--- src/rtl/pwm_pair_pkg.sv ---
package pwm_pair_pkg;
   localparam int unsigned ADDR_W = 3;
   localparam int unsigned NCLK   = 2;

   typedef enum logic [ADDR_W-1:0] {
      RA_CTRL  = 3'd0,
      RA_CSEL  = 3'd1,
      RA_PER0  = 3'd2,
      RA_PER1  = 3'd3,
      RA_DUTY0 = 3'd4,
      RA_DUTY1 = 3'd5
   } reg_addr_e;
endpackage

--- src/rtl/pwm_prescale.sv ---
// One free-running counter shared by all clock taps; each tap fires once
// every 2^exp input cycles.
module pwm_prescale #(
   parameter int unsigned PSW  = 3,
   parameter int unsigned NTAP = 2
) (
   input  logic                      clk,
   input  logic                      rst,
   input  logic [NTAP-1:0][PSW-1:0]  exps,
   output logic [NTAP-1:0]           ticks
);
   localparam int unsigned DW = (1 << PSW) - 1;

   if (PSW < 1) begin : g_bad_psw
      $error("pwm_prescale: PSW must be at least 1");
   end

   logic [DW-1:0] free_cnt;

   always_ff @(posedge clk) begin
      if (rst) free_cnt <= '0;
      else     free_cnt <= free_cnt + 1'b1;
   end

   for (genvar t = 0; t < NTAP; t++) begin : g_tap
      logic [DW:0]   wide_mask;
      logic [DW-1:0] low_mask;
      always_comb begin
         wide_mask = ((DW+1)'(1) << exps[t]) - 1'b1;
         low_mask  = wide_mask[DW-1:0];
      end
      assign ticks[t] = &(free_cnt | ~low_mask);

      // with a nonzero exponent held steady, ticks are never back to back
      p_tick_gap_r6: assert property (@(posedge clk) disable iff (rst)
         (exps[t] != '0 && $stable(exps[t]) && ticks[t]) |=> !ticks[t]);
   end
endmodule

--- src/rtl/pwm_regs.sv ---
module pwm_regs
   import pwm_pair_pkg::*;
#(
   parameter int unsigned CW  = 8,
   parameter int unsigned PSW = 3
) (
   input  logic              clk,
   input  logic              rst,
   input  logic              we,
   input  logic [ADDR_W-1:0] addr,
   input  logic [CW-1:0]     wdata,
   output logic [CW-1:0]     rdata,
   output logic              fuse_req,
   output logic [PSW-1:0]    exp_a,
   output logic [PSW-1:0]    exp_b,
   output logic [1:0]        clk_sel,
   output logic [CW-1:0]     per0,
   output logic [CW-1:0]     per1,
   output logic [CW-1:0]     duty0,
   output logic [CW-1:0]     duty1
);
   localparam int unsigned FUSE_BIT = CW - 1;
   localparam int unsigned A_LO     = PSW;
   localparam int unsigned B_LO     = 0;

   if (CW < 2*PSW + 2) begin : g_bad_fit
      $error("pwm_regs: control fields do not fit in CW bits");
   end

   logic [CW-1:0] ctrl_view;

   always_ff @(posedge clk) begin
      if (rst) begin
         fuse_req <= 1'b0;
         exp_a    <= '0;
         exp_b    <= '0;
         clk_sel  <= '0;
         per0     <= '0;
         per1     <= '0;
         duty0    <= '0;
         duty1    <= '0;
      end else if (we) begin
         case (addr)
            RA_CTRL: begin
               fuse_req <= wdata[FUSE_BIT];
               exp_a    <= wdata[A_LO +: PSW];
               exp_b    <= wdata[B_LO +: PSW];
            end
            RA_CSEL:  clk_sel <= wdata[1:0];
            RA_PER0:  per0    <= wdata;
            RA_PER1:  per1    <= wdata;
            RA_DUTY0: duty0   <= wdata;
            RA_DUTY1: duty1   <= wdata;
            default: ;
         endcase
      end
   end

   always_comb begin
      ctrl_view              = '0;
      ctrl_view[FUSE_BIT]    = fuse_req;
      ctrl_view[A_LO +: PSW] = exp_a;
      ctrl_view[B_LO +: PSW] = exp_b;
   end

   always_comb begin
      case (addr)
         RA_CTRL:  rdata = ctrl_view;
         RA_CSEL:  rdata = {{(CW-2){1'b0}}, clk_sel};
         RA_PER0:  rdata = per0;
         RA_PER1:  rdata = per1;
         RA_DUTY0: rdata = duty0;
         RA_DUTY1: rdata = duty1;
         default:  rdata = '0;
      endcase
   end

   // the cycle after reset every field is zero
   p_reset_clear_r7: assert property (@(posedge clk) disable iff (rst)
      $past(rst) |-> (!fuse_req && exp_a == '0 && exp_b == '0 && clk_sel == '0
                      && per0 == '0 && per1 == '0 && duty0 == '0 && duty1 == '0));
endmodule

--- src/rtl/pwm_cnt_pair.sv ---
// Two byte counters with their active (buffered) period/duty values; in
// joined mode they chain into one 16-bit counter clocked by tick1.
module pwm_cnt_pair #(
   parameter int unsigned CW = 8
) (
   input  logic          clk,
   input  logic          rst,
   input  logic          tick0,
   input  logic          tick1,
   input  logic          fuse_req,
   input  logic [CW-1:0] sh_per0,
   input  logic [CW-1:0] sh_per1,
   input  logic [CW-1:0] sh_duty0,
   input  logic [CW-1:0] sh_duty1,
   output logic          mode,
   output logic [CW-1:0] cnt0,
   output logic [CW-1:0] cnt1,
   output logic [CW-1:0] ap0,
   output logic [CW-1:0] ap1,
   output logic [CW-1:0] ad0,
   output logic [CW-1:0] ad1
);
   localparam int unsigned JW = 2 * CW;

   logic [JW-1:0] cnt_j, per_j;
   logic          do_switch, wrap0, wrap1, wrap_j;

   assign cnt_j     = {cnt0, cnt1};
   assign per_j     = {ap0, ap1};
   assign do_switch = (fuse_req != mode) && tick1;
   assign wrap0     = (cnt0 == ap0);
   assign wrap1     = (cnt1 == ap1);
   assign wrap_j    = (cnt_j == per_j);

   always_ff @(posedge clk) begin
      if (rst) begin
         mode <= 1'b0;
         cnt0 <= '0;
         cnt1 <= '0;
         ap0  <= '0;
         ap1  <= '0;
         ad0  <= '0;
         ad1  <= '0;
      end else if (do_switch) begin
         mode <= fuse_req;
         cnt0 <= '0;
         cnt1 <= '0;
         ap0  <= sh_per0;
         ap1  <= sh_per1;
         ad0  <= sh_duty0;
         ad1  <= sh_duty1;
      end else if (mode) begin
         if (tick1) begin
            if (wrap_j) begin
               cnt0 <= '0;
               cnt1 <= '0;
               ap0  <= sh_per0;
               ap1  <= sh_per1;
               ad0  <= sh_duty0;
               ad1  <= sh_duty1;
            end else begin
               {cnt0, cnt1} <= cnt_j + 1'b1;
            end
         end
      end else begin
         if (tick0) begin
            if (wrap0) begin
               cnt0 <= '0;
               ap0  <= sh_per0;
               ad0  <= sh_duty0;
            end else begin
               cnt0 <= cnt0 + 1'b1;
            end
         end
         if (tick1) begin
            if (wrap1) begin
               cnt1 <= '0;
               ap1  <= sh_per1;
               ad1  <= sh_duty1;
            end else begin
               cnt1 <= cnt1 + 1'b1;
            end
         end
      end
   end

   // split counters never pass their active period
   p_split_bound_r1: assert property (@(posedge clk) disable iff (rst)
      !mode |-> (cnt0 <= ap0 && cnt1 <= ap1));
   // joined counter never passes the 16-bit period
   p_joined_bound_r3: assert property (@(posedge clk) disable iff (rst)
      mode |-> (cnt_j <= per_j));
   // a mode change always leaves both counters at zero
   p_switch_clear_r9: assert property (@(posedge clk) disable iff (rst)
      (mode != $past(mode)) |-> (cnt0 == '0 && cnt1 == '0));
   // joined period only changes together with a restart at zero
   p_pair_load_r8: assert property (@(posedge clk) disable iff (rst)
      (mode && $past(mode) && per_j != $past(per_j)) |-> (cnt_j == '0));
endmodule

--- src/rtl/pwm_cmp.sv ---
module pwm_cmp #(
   parameter int unsigned W = 8
) (
   input  logic [W-1:0] cnt,
   input  logic [W-1:0] per,
   input  logic [W-1:0] duty,
   output logic         wave
);
   assign wave = (duty != '0) && ((duty >= per) || (cnt < duty));
endmodule

--- src/rtl/pwm_pair.sv ---
module pwm_pair
   import pwm_pair_pkg::*;
#(
   parameter int unsigned CW  = 8,
   parameter int unsigned PSW = 3
) (
   input  logic              clk,
   input  logic              rst,
   input  logic              reg_we,
   input  logic [2:0]        reg_addr,
   input  logic [CW-1:0]     reg_wdata,
   output logic [CW-1:0]     reg_rdata,
   input  logic              gpio1_d,
   output logic              pin0,
   output logic              pin1
);
   localparam int unsigned JW = 2 * CW;

   if (CW < 2) begin : g_bad_cw
      $error("pwm_pair: CW must be at least 2");
   end

   logic                      fuse_req, mode;
   logic [PSW-1:0]            exp_a, exp_b;
   logic [1:0]                clk_sel;
   logic [CW-1:0]             per0, per1, duty0, duty1;
   logic [CW-1:0]             cnt0, cnt1, ap0, ap1, ad0, ad1;
   logic [NCLK-1:0][PSW-1:0]  exps;
   logic [NCLK-1:0]           clk_ticks;
   logic [1:0]                ch_tick;
   logic [1:0]                ch_wave;
   logic                      joined_wave;

   pwm_regs #(.CW(CW), .PSW(PSW)) u_regs (
      .clk(clk), .rst(rst), .we(reg_we), .addr(reg_addr), .wdata(reg_wdata),
      .rdata(reg_rdata), .fuse_req(fuse_req), .exp_a(exp_a), .exp_b(exp_b),
      .clk_sel(clk_sel), .per0(per0), .per1(per1), .duty0(duty0), .duty1(duty1)
   );

   assign exps[0] = exp_a;
   assign exps[1] = exp_b;

   pwm_prescale #(.PSW(PSW), .NTAP(NCLK)) u_psc (
      .clk(clk), .rst(rst), .exps(exps), .ticks(clk_ticks)
   );

   for (genvar c = 0; c < 2; c++) begin : g_sel
      assign ch_tick[c] = clk_sel[c] ? clk_ticks[1] : clk_ticks[0];
   end

   pwm_cnt_pair #(.CW(CW)) u_cnt (
      .clk(clk), .rst(rst), .tick0(ch_tick[0]), .tick1(ch_tick[1]),
      .fuse_req(fuse_req), .sh_per0(per0), .sh_per1(per1),
      .sh_duty0(duty0), .sh_duty1(duty1), .mode(mode),
      .cnt0(cnt0), .cnt1(cnt1), .ap0(ap0), .ap1(ap1), .ad0(ad0), .ad1(ad1)
   );

   pwm_cmp #(.W(CW)) u_cmp0 (.cnt(cnt0), .per(ap0), .duty(ad0), .wave(ch_wave[0]));
   pwm_cmp #(.W(CW)) u_cmp1 (.cnt(cnt1), .per(ap1), .duty(ad1), .wave(ch_wave[1]));
   pwm_cmp #(.W(JW)) u_cmpj (
      .cnt({cnt0, cnt1}), .per({ap0, ap1}), .duty({ad0, ad1}), .wave(joined_wave)
   );

   assign pin0 = mode ? joined_wave : ch_wave[0];
   assign pin1 = mode ? gpio1_d     : ch_wave[1];

   // zero duty in split mode keeps pin 0 low
   p_zero_duty_low_r2: assert property (@(posedge clk) disable iff (rst)
      (!mode && ad0 == '0) |-> !pin0);
   // saturated duty in split mode keeps pin 0 high
   p_full_duty_high_r2: assert property (@(posedge clk) disable iff (rst)
      (!mode && ad0 != '0 && ad0 >= ap0) |-> pin0);
   // while joined, pin 1 only moves when the data input moves
   p_gpio_hold_r4: assert property (@(posedge clk) disable iff (rst)
      (mode && $past(mode) && $stable(gpio1_d)) |-> $stable(pin1));
endmodule

--- config.mk ---
export PLATFORM = sky130hd
export DESIGN_NAME = pwm_pair
export DESIGN_NICKNAME = d
export VERILOG_FILES = /design/src/rtl/pwm_pair_pkg.sv /design/src/rtl/pwm_prescale.sv /design/src/rtl/pwm_regs.sv /design/src/rtl/pwm_cnt_pair.sv /design/src/rtl/pwm_cmp.sv /design/src/rtl/pwm_pair.sv
export SDC_FILE = /design/constraint.sdc
export NUM_CORES = 1
export LEC_CHECK = 0
export CAP_MARGIN = 10
export CELL_PAD_IN_SITES_DETAIL_PLACEMENT = 1
export CELL_PAD_IN_SITES_GLOBAL_PLACEMENT = 1
export CORE_UTILIZATION = 40
export DETAILED_ROUTE_END_ITERATION = 10
export PLACE_DENSITY_LB_ADDON = 0.1
export SLEW_MARGIN = 20
export SYNTH_ARGS = -nofsm -noshare
export SYNTH_HDL_FRONTEND = slang
export SYNTH_SLANG_ARGS = --single-unit
--- constraint.sdc ---
create_clock -name clk -period 6.6 [get_ports clk]
set_input_delay 1.32 -clock clk [delete_from_list [all_inputs] [get_ports clk]]
set_output_delay 1.32 -clock clk [all_outputs]
set_load 0.1 [all_outputs]
# Word level (Yosys, flattened, before mapping)
# Cells that the tools add are included.
# Widths: inputs -> output; s select.
dict set report classes {
  reduce_logical 28
  multipliers 0
  div_mod_pow 0
  muxes 39
  n_eq_ne 12
  n_lt_le_gt_ge 6
  n_bitwise 4
  n_shift 2
  add_sub_neg 6
}
# operator count
set ops {}
lappend ops {{$mux 8} 34}
lappend ops {{$pmux 8 s6} 1}
lappend ops {{$add 16x1->16 const B} 1}
lappend ops {{$add 8x1->8 const B} 2}
lappend ops {{$eq 16x16->1} 1}
lappend ops {{$eq 8x8->1} 2}
lappend ops {{$ge 16x16->1} 1}
lappend ops {{$ge 8x8->1} 2}
lappend ops {{$lt 16x16->1} 1}
lappend ops {{$lt 8x8->1} 2}
lappend ops {{$reduce_bool 16->1} 1}
lappend ops {{$reduce_bool 8->1} 2}
lappend ops {{$not 7->7} 2}
lappend ops {{$or 7x7->7} 2}
lappend ops {{$reduce_and 2->1} 7}
lappend ops {{$reduce_and 7->1} 2}
lappend ops {{$shl 1x3->7 const A} 2}
lappend ops {{$sub 7x1->7 const B} 2}
lappend ops {{$reduce_bool 3->1} 3}
lappend ops {{$add 7x1->7 const B} 1}
lappend ops {{$eq 3x2->1 const B} 2}
lappend ops {{$eq 3x3->1 const B} 2}
lappend ops {{$logic_and 1x1->1} 4}
lappend ops {{$mux 1} 4}
lappend ops {{other kinds (11)} 14}
dict set report totals {
  register_bits 97
  latch_bits 0
  out_inout_bits 10
  mem_bits_rw 0
  wordCells 113
  n_memories 0
  inputBits 15
  rom_bits 0
}

# Depth between registers and ports, before layout
# Gate-level depths: netlist (run 1).
dict set report depth {
  ltp_word 9
  depth_mapped 9
  ltp_nobuf 9
}

# By module
# Synthesis (run 1) repeated with hierarchy kept, for this count alone.
dict set report hier_totals {
  cells_unflattened 775
  area_unflattened_um2 6766.5
}
# mod seq_area_each_um2 cells_per_inst n_inst area_each_um2
set modules_own_cells {}
lappend modules_own_cells {pwm_cnt_pair 980.9 280 1 2625.0}
lappend modules_own_cells {pwm_regs 820.8 204 1 1939.4}
lappend modules_own_cells {{pwm_cmp at u_cmpj} 0.0 109 1 820.8}
lappend modules_own_cells {{pwm_cmp at u_cmp0 ...} 0.0 55 2 391.6}
lappend modules_own_cells {pwm_prescale 140.1 68 1 553.0}
lappend modules_own_cells {pwm_pair 0.0 4 1 45.0}

# Least setup slack after synthesis (run 1)
# Ideal clock, no wire load.
dict set report synth_timing {
  path_kind {input to output}
  start {input port reg_addr[0]}
  end {output port reg_rdata[3]}
  cell_stages 5
  path_slack_ps 1576
  n_path_buf 3
  arrival_time_ps 3704
  path_cell_list {clkbuf_1 buf_1 clkbuf_1 a211oi_1 a21oi_1}
}
dict set report synth_between {
  elab_chain_len 2
  elab_cells_between_ends 7
  classes_between {5 x eq/ne; 1 x mux; 1 x reduce/logical}
}
# element line_no
set synth_rtl {}
lappend synth_rtl {{from (decl)} pwm_pair.sv:10} ;# input logic [2:0] reg_addr,
lappend synth_rtl {{$eq 3x3->1 (tied with other cells)} pwm_regs.sv:67} ;# case (addr)
lappend synth_rtl {{$pmux 8 s6 *} pwm_regs.sv:67}
lappend synth_rtl {{to (decl)} pwm_pair.sv:12} ;# output logic [CW-1:0] reg_rdata,
# Mark *: on every way between the ends. The rest lies on a longest branch, timed or not.

# Worst setup path in the final report (run 1)
dict set report layout_timing {
  start {input port reg_addr[0]}
  end {output port reg_rdata[0]}
}
# The elaborated chain is that of the path after synthesis.

==> impl_metrics.env, run 1 <==
export IMPL_tritoncts="yes"
export IMPL_clockRootBuffer="clkbuf_16"
export IMPL_synthArstFlopShare_pct=0
export IMPL_avgSynthCellArea_um2=8.362
export IMPL_crit_path_start_kind="primary input"
export IMPL_skew_ns=0.01077
export IMPL_arrival_ns=3.98
export IMPL_port_buffers=24
export IMPL_powerDensity_nw_per_um2=224.0
export IMPL_synth_top_area_cell="dfxtp_1"
export IMPL_vdd_ir_drop_max_v=0.0001271
export IMPL_h_tree_depth=3
export IMPL_vias_per_cell=5.574
export IMPL_drt_pass1_iterations=5
export IMPL_cp_top_family="buffers and inverters"
export IMPL_max_freq_mhz=188.8
export IMPL_crit_fanout=28
export IMPL_antenna_cells=0
export IMPL_crit_chain="clkdlybuf4s50_1 -> nor2b_1 -> a22oi_1 -> o22ai_1 -> clkdlybuf4s50_1"
export IMPL_synth_ff_type="dfxtp_1"
export IMPL_worstPathRequired_ns=5.28
export IMPL_finalNetCount=729
export IMPL_grtUsageTotal_pct=23.42
export IMPL_grt_max_degree=99
export IMPL_period_minus_slack_ns=5.297
export IMPL_synth_seq_cells=97
export IMPL_ant_nets=0
export IMPL_tightest_slew_ns=0.9718
export IMPL_crit_type="primary input to output port"
export IMPL_die_area_um2=14550
export IMPL_syn_nets=724
export IMPL_core_area_um2=13510
export IMPL_rsz0062_at_grt="no"
export IMPL_setup_violations=0
export IMPL_die_h_um=120.6
export IMPL_hp_start="u_regs.duty0[1]"
export IMPL_gp_congestion=0.8902
export IMPL_synthesis_area_um2=5628
export IMPL_post_drt_wl_per_cell_um=18.78
export IMPL_regArea_um2=1942
export IMPL_floorplan_initialDensity_pct=41.67
export IMPL_status="finished, final reports clean"
export IMPL_cp_slowest_cell="clkdlybuf4s50_1"
export IMPL_stdcell_area_um2=6246
export IMPL_dpl_hpwl_um=12350
export IMPL_grt_antenna_before_repair=0
export IMPL_multi_input_area_um2=3412
export IMPL_grt_pass1_vias=4854
export IMPL_initialDrtViolationCount=256
export IMPL_rows=42
export IMPL_die_width_um=120.6
export IMPL_clk_transition_reported_paths_ns=0.07
export IMPL_insertion_delay_ns=0.36
export IMPL_tns_ns=0
export IMPL_ys_warn_count=0
export IMPL_crit_top_cell="clkdlybuf4s50_1"
export IMPL_synth_edf_count=0
export IMPL_vias=4788
export IMPL_cp_end_kind="output port"
export IMPL_hold_violations=0
export IMPL_crit_buf_inv=2
export IMPL_cts_setup_buffers=0
export IMPL_min_path_type="flip-flop to flip-flop"
export IMPL_timing_max_cap_violations=0
export IMPL_post_route_period_util_pct=80.26
export IMPL_syn2layout_area_growth_pct=10.98
export IMPL_io_pins=25
export IMPL_finalMaxSlewViolations=0
export IMPL_ctsLongestPathBuffers=2
export IMPL_synth_top_area_share_pct=34.50
export IMPL_layout_drive_gt1_share_pct=7.174
export IMPL_hold_buffers=0
export IMPL_ctsResizeCount=0
export IMPL_cp_startpoint="reg_addr[0]"
export IMPL_r2r_start="u_psc.free_cnt[2]"
export IMPL_leakagePower_nw=2.262
export IMPL_synth_cell_type_count=58
export IMPL_slew_headroom_pct=35.01
export IMPL_slowest_delay_ns=1.17
export IMPL_clock_sinks=97
export IMPL_synthTopCellsByArea="dfxtp_1, mux2i_1, ha_1"
export IMPL_routed_wl_um=16140
export IMPL_grt_pass1_wl_um=25850
export IMPL_grt_overflow_total=0
export IMPL_yosysSeqAreaShare_pct=34.50
export IMPL_numCtsBuffers=9
export IMPL_fill_cells=1637
export IMPL_netlist_instances=673
export IMPL_drc=0
export IMPL_post_dp_cell_area_um2=5946
worst min-delay path: stages, from the launching register on:
cell and delay [ns]:
dfxtp_1 0.34, nand2_1 0.06, a21oi_1 0.05
synth_stat cells (3+ instances only):
master and instances:
a21o_1 15, nor2_1 59, clkbuf_1 22, a21oi_1 58, and3_1 5, and2_1 4
nand4_1 14, o21ai_1 3, a22oi_1 9, dfxtp_1 97, a21oi_2 6, ha_1 36
buf_1 4, buf_2 3, nand2_1 65, or3_1 3, o21ai_0 24, xnor2_1 17
nor3_1 4, xor2_1 4, nand3_1 16, or4_4 4, inv_1 38, a31oi_1 3
buf_6 3, nor2b_1 14, nand2b_1 37, o21a_1 3, mux2i_1 54, a211oi_1 9
mux2_2 4
cell usage in the layout, fill, tap and decap left out, types with 15 or more instances in the layout:
| master | Yosys | routed |
|---|---|---|
| dfxtp_1 | 97 | 97 |
| o21ai_0 | 24 | 24 |
| nand2_1 | 65 | 65 |
| nand3_1 | 16 | 16 |
| a21o_1 | 15 | 15 |
| ha_1 | 36 | 36 |
| inv_1 | 38 | 38 |
| clkdlybuf4s50_1 | 0 | 16 |
| nor2_1 | 59 | 59 |
| a21oi_1 | 58 | 57 |
| nand2b_1 | 37 | 37 |
| mux2i_1 | 54 | 54 |
| xnor2_1 | 17 | 17 |
flip-flops by register name, summed over array words and instances (netlist names), 2 cells and up:
name            cells
u_regs.clk_sel      2
u_cnt.cnt1          8
u_regs.duty1        8
u_cnt.ad1           8
u_regs.duty0        8
u_regs.per1         8
u_cnt.ap1           8
u_cnt.cnt0          8
u_regs.exp_a        3
u_psc.free_cnt      7
u_regs.exp_b        3
u_cnt.ad0           8
u_cnt.ap0           8
u_regs.per0         8
layout make-up:
cell class              instances  area share, %
clock inverters                 7          1.142
clock buffers                   9          3.606
flip-flops and latches         97          31.09
well taps                     176          3.526
repair buffers                 26          3.726
multi-input cells             506          54.63
inverters                      38          2.284
through the flow:
step	power, W	utilization, %	instances	worst slack [ns]	hold WS, ns
floorplan	0.0008180	-	673	1.576	0.4452
global placement	0.0008739	43.94	843	1.366	0.4720
detailed placement	0.0008839	44.02	843	1.307	0.4806
CTS	0.001415	46.22	859	1.288	0.4979
global route	0.001462	46.25	859	1.162	0.5310
finish	0.001399	46.25	859	1.303	0.4952
per-layer routing:
layer / track usage, % / up-vias / share of wire, %
met1: 31.02 / 2355 / 47
met4: 5.170 / 0 / 0.63
li1: - / 2349 / -
met5: 0 / - / 0
met3: 4.104 / 8 / 3.5
met2: 39.58 / 76 / 49
worst paths after layout:
| kind | end | depth (start not counted) | slack [ns] |
|---|---|---|---|
| hold reg to reg | u_regs.duty0[1] | 2 | 0.50 |
| setup reg to reg | u_cnt.cnt1[1] | 7 | 3.84 |
| hold / removal | u_regs.duty0[1] | 2 | 0.50 |
| setup / recovery | reg_rdata[0] | 5 | 1.30 |
cell families (layout without fill, tap and decap cells):
group                      after synthesis  count (layout)  share of synthesized area [%]
DFF                                     97              97                          34.50
xor gates and xnor gates                21              21                          3.268
muxes                                   58              58                          10.40
and+or+nand+nor                        243             243                          22.21
adders and majority gates               36              36                          8.004
buffers and inverters                   70              80                          5.135
AOI/OAI and AO/OA                      148             148                          16.47
power breakdown:
part / internal, W / total [W] / switching, W
combinational: 0.0000941 / 0.000253 / 0.000159
sequential: 0.000597 / 0.000615 / 0.0000176
clock: 0.000269 / 0.000531 / 0.000262
total: 0.000960 / 0.00140 / 0.000439
Note: power is estimated with default switching activity, not from simulation.
==> run 2: changes to the inputs <==
==> constraint.sdc (replaced) <==
create_clock -name clk -period 4.4 [get_ports clk]
set_input_delay 0.88 -clock clk [delete_from_list [all_inputs] [get_ports clk]]
set_output_delay 0.88 -clock clk [all_outputs]
set_load 0.1 [all_outputs]
==> impl_metrics.env, run 2 (synthesis gave the netlist of run 1 again) <==
export IMPL_crit_path_start_kind="primary input"
export IMPL_p_int_w=0.001494
export IMPL_timing_max_cap_violations=0
export IMPL_grt_max_degree=45
export IMPL_vias=4815
export IMPL_ff2ff_path_depth=7
export IMPL_worstPathRequired_ns=3.52
export IMPL_antenna_cells=0
export IMPL_cp_slowest_cell="clkdlybuf4s50_1"
export IMPL_grt_pass1_vias=5014
export IMPL_place_ws_ns=0.7877
export IMPL_fin_ws_ns=0.7582
export IMPL_tns_ns=0
export IMPL_use_met1_pct=30.59
export IMPL_crit_buf_inv=4
export IMPL_slew_headroom_pct=42.88
export IMPL_routed_wl_um=16610
export IMPL_seq_power_share_pct=43.3
export IMPL_setup_violations=0
export IMPL_layout_drive_gt1_share_pct=8.696
export IMPL_tightest_slew_ns=0.8511
export IMPL_die_area_um2=14550
export IMPL_grt_pass1_wl_um=27000
export IMPL_met3_usage_pct=5.189
export IMPL_floorplan_initialDensity_pct=41.67
export IMPL_cts_setup_buffers=0
export IMPL_vias_per_cell=5.560
export IMPL_h_tree_depth=3
export IMPL_cp_top_family="buffers and inverters"
export IMPL_grtUsageTotal_pct=24.41
export IMPL_io_pins=25
export IMPL_period_minus_slack_ns=3.642
export IMPL_clk_transition_reported_paths_ns=0.07
export IMPL_ctsLongestPathBuffers=2
export IMPL_dpl_hpwl_um=12880
export IMPL_pwr_share_comb_pct=18.6
export IMPL_post_route_period_util_pct=82.77
export IMPL_min_path_type="flip-flop to flip-flop"
export IMPL_swShare_pct=29.90
export IMPL_core_area_um2=13510
export IMPL_clock_sinks=97
export IMPL_max_freq_mhz=274.6
export IMPL_port_buffers=24
export IMPL_hold_violations=0
export IMPL_skew_ns=0.01003
export IMPL_finalMaxSlewViolations=0
export IMPL_syn2layout_area_growth_pct=13.63
export IMPL_post_drt_wl_per_cell_um=19.18
export IMPL_post_dp_cell_area_um2=6091
export IMPL_ctsResizeCount=0
export IMPL_ant_nets=0
export IMPL_rsz0062_at_grt="no"
export IMPL_leakagePower_nw=2.331
export IMPL_crit_top_cell="buf_4"
export IMPL_arrival_ns=2.76
export IMPL_tritoncts="yes"
export IMPL_die_h_um=120.6
export IMPL_status="finished, final reports clean"
export IMPL_numCtsBuffers=9
export IMPL_stdcell_area_um2=6395
export IMPL_powerDensity_nw_per_um2=333.3
export IMPL_crit_type="primary input to output port"
export IMPL_path_depth=7
export IMPL_crit_fanout=17
export IMPL_pwr_share_clk_pct=38.1
export IMPL_fill_cells=1637
export IMPL_p_switching_w=0.0006373
export IMPL_busiest_layer="met2"
export IMPL_crit_chain="clkdlybuf4s50_1 -> buf_4 -> nor2b_1 -> buf_4 -> a22oi_1 -> a21oi_1 -> buf_12"
export IMPL_insertion_delay_ns=0.36
export IMPL_finalNetCount=737
export IMPL_gp_congestion=0.7984
export IMPL_slowest_delay_ns=0.46
export IMPL_hold_buffers=0
export IMPL_cp_end_kind="output port"
export IMPL_final_cell_mix="dfxtp_1, nand2_1, nor2_1"
export IMPL_drt_pass1_iterations=4
export IMPL_grt_antenna_before_repair=0
export IMPL_initialDrtViolationCount=223
export IMPL_rows=42
export IMPL_vdd_ir_drop_max_v=0.0002298
export IMPL_die_width_um=120.6
export IMPL_layout_commonest_cell="dfxtp_1"
export IMPL_clockRootBuffer="clkbuf_16"
export IMPL_grt_overflow_total=0
export IMPL_met2_usage_pct=40.66
export IMPL_hold_depth=2
export IMPL_drc=0
[run 2: cell types whose count changed in the layout (fill, tap and decap cells not counted)]
cell / delta
buf_4: +4
bufinv_16: +1
inv_6: +1
buf_12: +7
clkdlybuf4s50_1: -3
o31ai_1: -1
clkinv_4: -1
o31ai_2: +1
clkinvlp_4: +1
inv_8: -3
[run 2: cell type report]
cell class / count / area (µm²) / share of cell area [%]
Tap cell: 176 / 220.2 / 3.444
Sequential cell: 97 / 1942 / 30.37
Timing Repair Buffer: 34 / 372.9 / 5.831
Clock buffer: 9 / 225.2 / 3.522
Multi-Input combinational cell: 506 / 3417 / 53.43
Clock inverter: 6 / 75.07 / 1.174
Inverter: 38 / 142.6 / 2.230
[run 2: power by group through the flow]
stage	registers [W]	logic (W)	clock network, W
after floorplan	0.000931	0.000297	0
after global placement	0.000943	0.000385	0
after detailed placement	0.000944	0.000397	0
after CTS	0.000923	0.000400	0.000836
after global routing	0.000926	0.000432	0.000874
final	0.000923	0.000397	0.000811
[run 2: through the flow]
step	cells	hold slack (ns)	util [%]	total power (W)
2_1_floorplan	673	0.4452	-	0.001228
3_3_place_gp	851	0.4786	45.02	0.001328
3_5_place_dp	851	0.4905	45.10	0.001340
4_1_cts	866	0.5000	47.32	0.002159
5_1_grt	866	0.5322	47.35	0.002232
6_report	866	0.4944	47.35	0.002132
[run 2: final timing paths]
kind,from,to,slack (ns)
worst max-delay path,reg_addr[1],reg_rdata[2],0.76
worst min-delay path,u_psc.free_cnt[6],u_psc.free_cnt[6],0.49
worst max register to register,u_cnt.cnt1[2],u_cnt.ap1[0],1.72
worst min register to register,u_psc.free_cnt[6],u_psc.free_cnt[6],0.49
[run 2: tightest hold or removal path, stage by stage, from the launching register on]
cell and delay, ns:
dfxtp_1 0.32, o21ai_0 0.07, a21oi_1 0.06
[run 2: layer usage]
metal | up-vias | wire length [µm]
met5 | - | 0
met3 | 31 | 584
met1 | 2330 | 7783
met4 | 0 | 436
met2 | 79 | 7806
li1 | 2375 | -
==> run 3: changes to the inputs <==
==> constraint.sdc (replaced) <==
create_clock -name clk -period 3.5 [get_ports clk]
set_input_delay 0.7 -clock clk [delete_from_list [all_inputs] [get_ports clk]]
set_output_delay 0.7 -clock clk [all_outputs]
set_load 0.1 [all_outputs]
==> impl_metrics.env, run 3 (synthesis gave the netlist of run 1 again) <==
export IMPL_drc=0
export IMPL_rsz0062_at_grt="no"
export IMPL_rows=42
export IMPL_post_drt_wl_per_cell_um=18.78
export IMPL_ff2ff_path_depth=7
export IMPL_max_freq_mhz=313.7
export IMPL_cp_end_kind="output port"
export IMPL_clk_transition_reported_paths_ns=0.07
export IMPL_die_area_um2=14550
export IMPL_routed_wl_um=16300
export IMPL_vdd_ir_drop_max_v=0.0003244
export IMPL_timing_max_cap_violations=0
export IMPL_syn2layout_area_growth_pct=14.47
export IMPL_hold_violations=0
export IMPL_post_route_period_util_pct=91.09
export IMPL_layout_commonest_cell="dfxtp_1"
export IMPL_pwr_share_clk_pct=37.9
export IMPL_grt_max_degree=98
export IMPL_cp_startpoint="u_cnt.ad1[0]"
export IMPL_final_cell_mix="dfxtp_1, nand2_1, nor2_1"
export IMPL_ff2ff_setup_slack_ns=0.75
export IMPL_status="finished, final reports clean"
export IMPL_die_width_um=120.6
export IMPL_vias=4819
export IMPL_setup_violations=0
export IMPL_swShare_pct=31.67
export IMPL_setup_worst_path_end="pin1"
export IMPL_fin_ws_ns=0.3120
export IMPL_crit_type="flip-flop to output port"
export IMPL_slew_headroom_pct=42.02
export IMPL_port_buffers=24
export IMPL_tightest_slew_ns=0.8697
export IMPL_p_int_w=0.001840
export IMPL_finalMaxSlewViolations=0
export IMPL_skew_ns=0.01049
export IMPL_grt_overflow_total=0
export IMPL_worstPathRequired_ns=2.80
export IMPL_powerDensity_nw_per_um2=418.0
export IMPL_numCtsBuffers=9
export IMPL_gp_congestion=0.8627
export IMPL_ant_nets=0
export IMPL_antenna_cells=0
export IMPL_finalNetCount=738
export IMPL_ctsLongestPathBuffers=2
export IMPL_min_path_type="flip-flop to flip-flop"
export IMPL_vias_per_cell=5.552
export IMPL_r2r_start="u_cnt.cnt0[2]"
export IMPL_busiest_layer="met2"
export IMPL_tns_ns=0
export IMPL_leakagePower_nw=2.347
export IMPL_grt_pass1_wl_um=26920
export IMPL_core_area_um2=13510
export IMPL_insertion_delay_ns=0.37
export IMPL_pwr_share_comb_pct=19.0
export IMPL_met3_usage_pct=4.198
export IMPL_reg2reg_to="u_cnt.ap1[0]"
export IMPL_place_ws_ns=0.3792
export IMPL_drt_pass1_iterations=4
export IMPL_initialDrtViolationCount=213
export IMPL_seq_power_share_pct=43.1
export IMPL_fill_cells=1623
export IMPL_arrival_ns=2.49
export IMPL_crit_fanout=3
export IMPL_layout_drive_gt1_share_pct=9.104
export IMPL_die_h_um=120.6
export IMPL_use_met1_pct=30.74
export IMPL_grt_antenna_before_repair=0
export IMPL_grtUsageTotal_pct=24.18
export IMPL_period_minus_slack_ns=3.188
export IMPL_tritoncts="yes"
export IMPL_dpl_hpwl_um=12640
export IMPL_ctsResizeCount=0
export IMPL_h_tree_depth=3
export IMPL_grt_pass1_vias=5159
export IMPL_p_switching_w=0.0008528
export IMPL_io_pins=25
export IMPL_floorplan_initialDensity_pct=41.67
export IMPL_post_dp_cell_area_um2=6137
export IMPL_hold_buffers=0
export IMPL_cts_setup_buffers=0
export IMPL_stdcell_area_um2=6442
export IMPL_crit_path_start_kind="flip-flop"
export IMPL_clock_sinks=97
export IMPL_clockRootBuffer="clkbuf_16"
export IMPL_met2_usage_pct=40.23
## run 3: metrics by stage
| step | hold WS [ns] | power [W] | cells | util, % |
|---|---|---|---|---|
| 3_5_place_dp | 0.4894 | 0.001699 | 852 | 45.44 |
| 6_report | 0.4962 | 0.002693 | 868 | 47.70 |
| 5_1_grt | 0.5239 | 0.002805 | 868 | 47.70 |
| 3_3_place_gp | 0.4813 | 0.001683 | 852 | 45.44 |
| 2_1_floorplan | 0.4452 | 0.001546 | 673 | - |
| 4_1_cts | 0.5009 | 0.002720 | 868 | 47.70 |
## run 3: worst max-delay path, stage by stage (launching register included)
cell	delay (ns)
dfxtp_1	0.36
inv_1	0.07
ha_1	0.26
nand2b_1	0.09
a21o_1	0.11
a21o_1	0.10
a21oi_1	0.07
o21ai_0	0.35
a21oi_1	0.17
o31ai_2	0.33
buf_12	0.22
## run 3: power by group through the flow
| stage | Sequential [W] | Combinational (W) | Clock [W] |
|---|---|---|---|
| floorplan | 0.00117 | 0.000375 | 0 |
| global placement | 0.00119 | 0.000498 | 0 |
| detailed placement | 0.00119 | 0.000512 | 0 |
| CTS | 0.00116 | 0.000515 | 0.00105 |
| global route | 0.00116 | 0.000556 | 0.00109 |
| finish | 0.00116 | 0.000513 | 0.00102 |
## run 3: per-layer routing
layer / vias up / wire [µm]
met5: - / 0
met4: 0 / 438
met3: 28 / 524
met2: 72 / 7706
li1: 2368 / -
met1: 2351 / 7631
## run 3: area by class of cell
cell class              count  area, µm²  area share (%)
repair buffers             35      417.9           6.487
inverters                  38      142.6           2.214
well taps                 176      220.2           3.418
multi-input cells         506       3415           53.00
clock buffers               9      225.2           3.496
flip-flops and latches     97       1942           30.14
clock inverters             7      80.08           1.243
## run 3: worst min path at each step
stage,start,to,slack (ns),cells after the start
4_1_cts,u_regs.per1[5],u_regs.per1[5],0.50,2
3_3_place_gp,u_regs.per1[5],u_regs.per1[5],0.48,2
5_1_grt,u_regs.duty1[3],u_regs.duty1[3],0.52,2
3_5_place_dp,u_psc.free_cnt[0],u_psc.free_cnt[0],0.49,1
2_1_floorplan,u_regs.duty1[1],u_regs.duty1[1],0.45,2
6_report,u_regs.per1[5],u_regs.per1[5],0.50,2
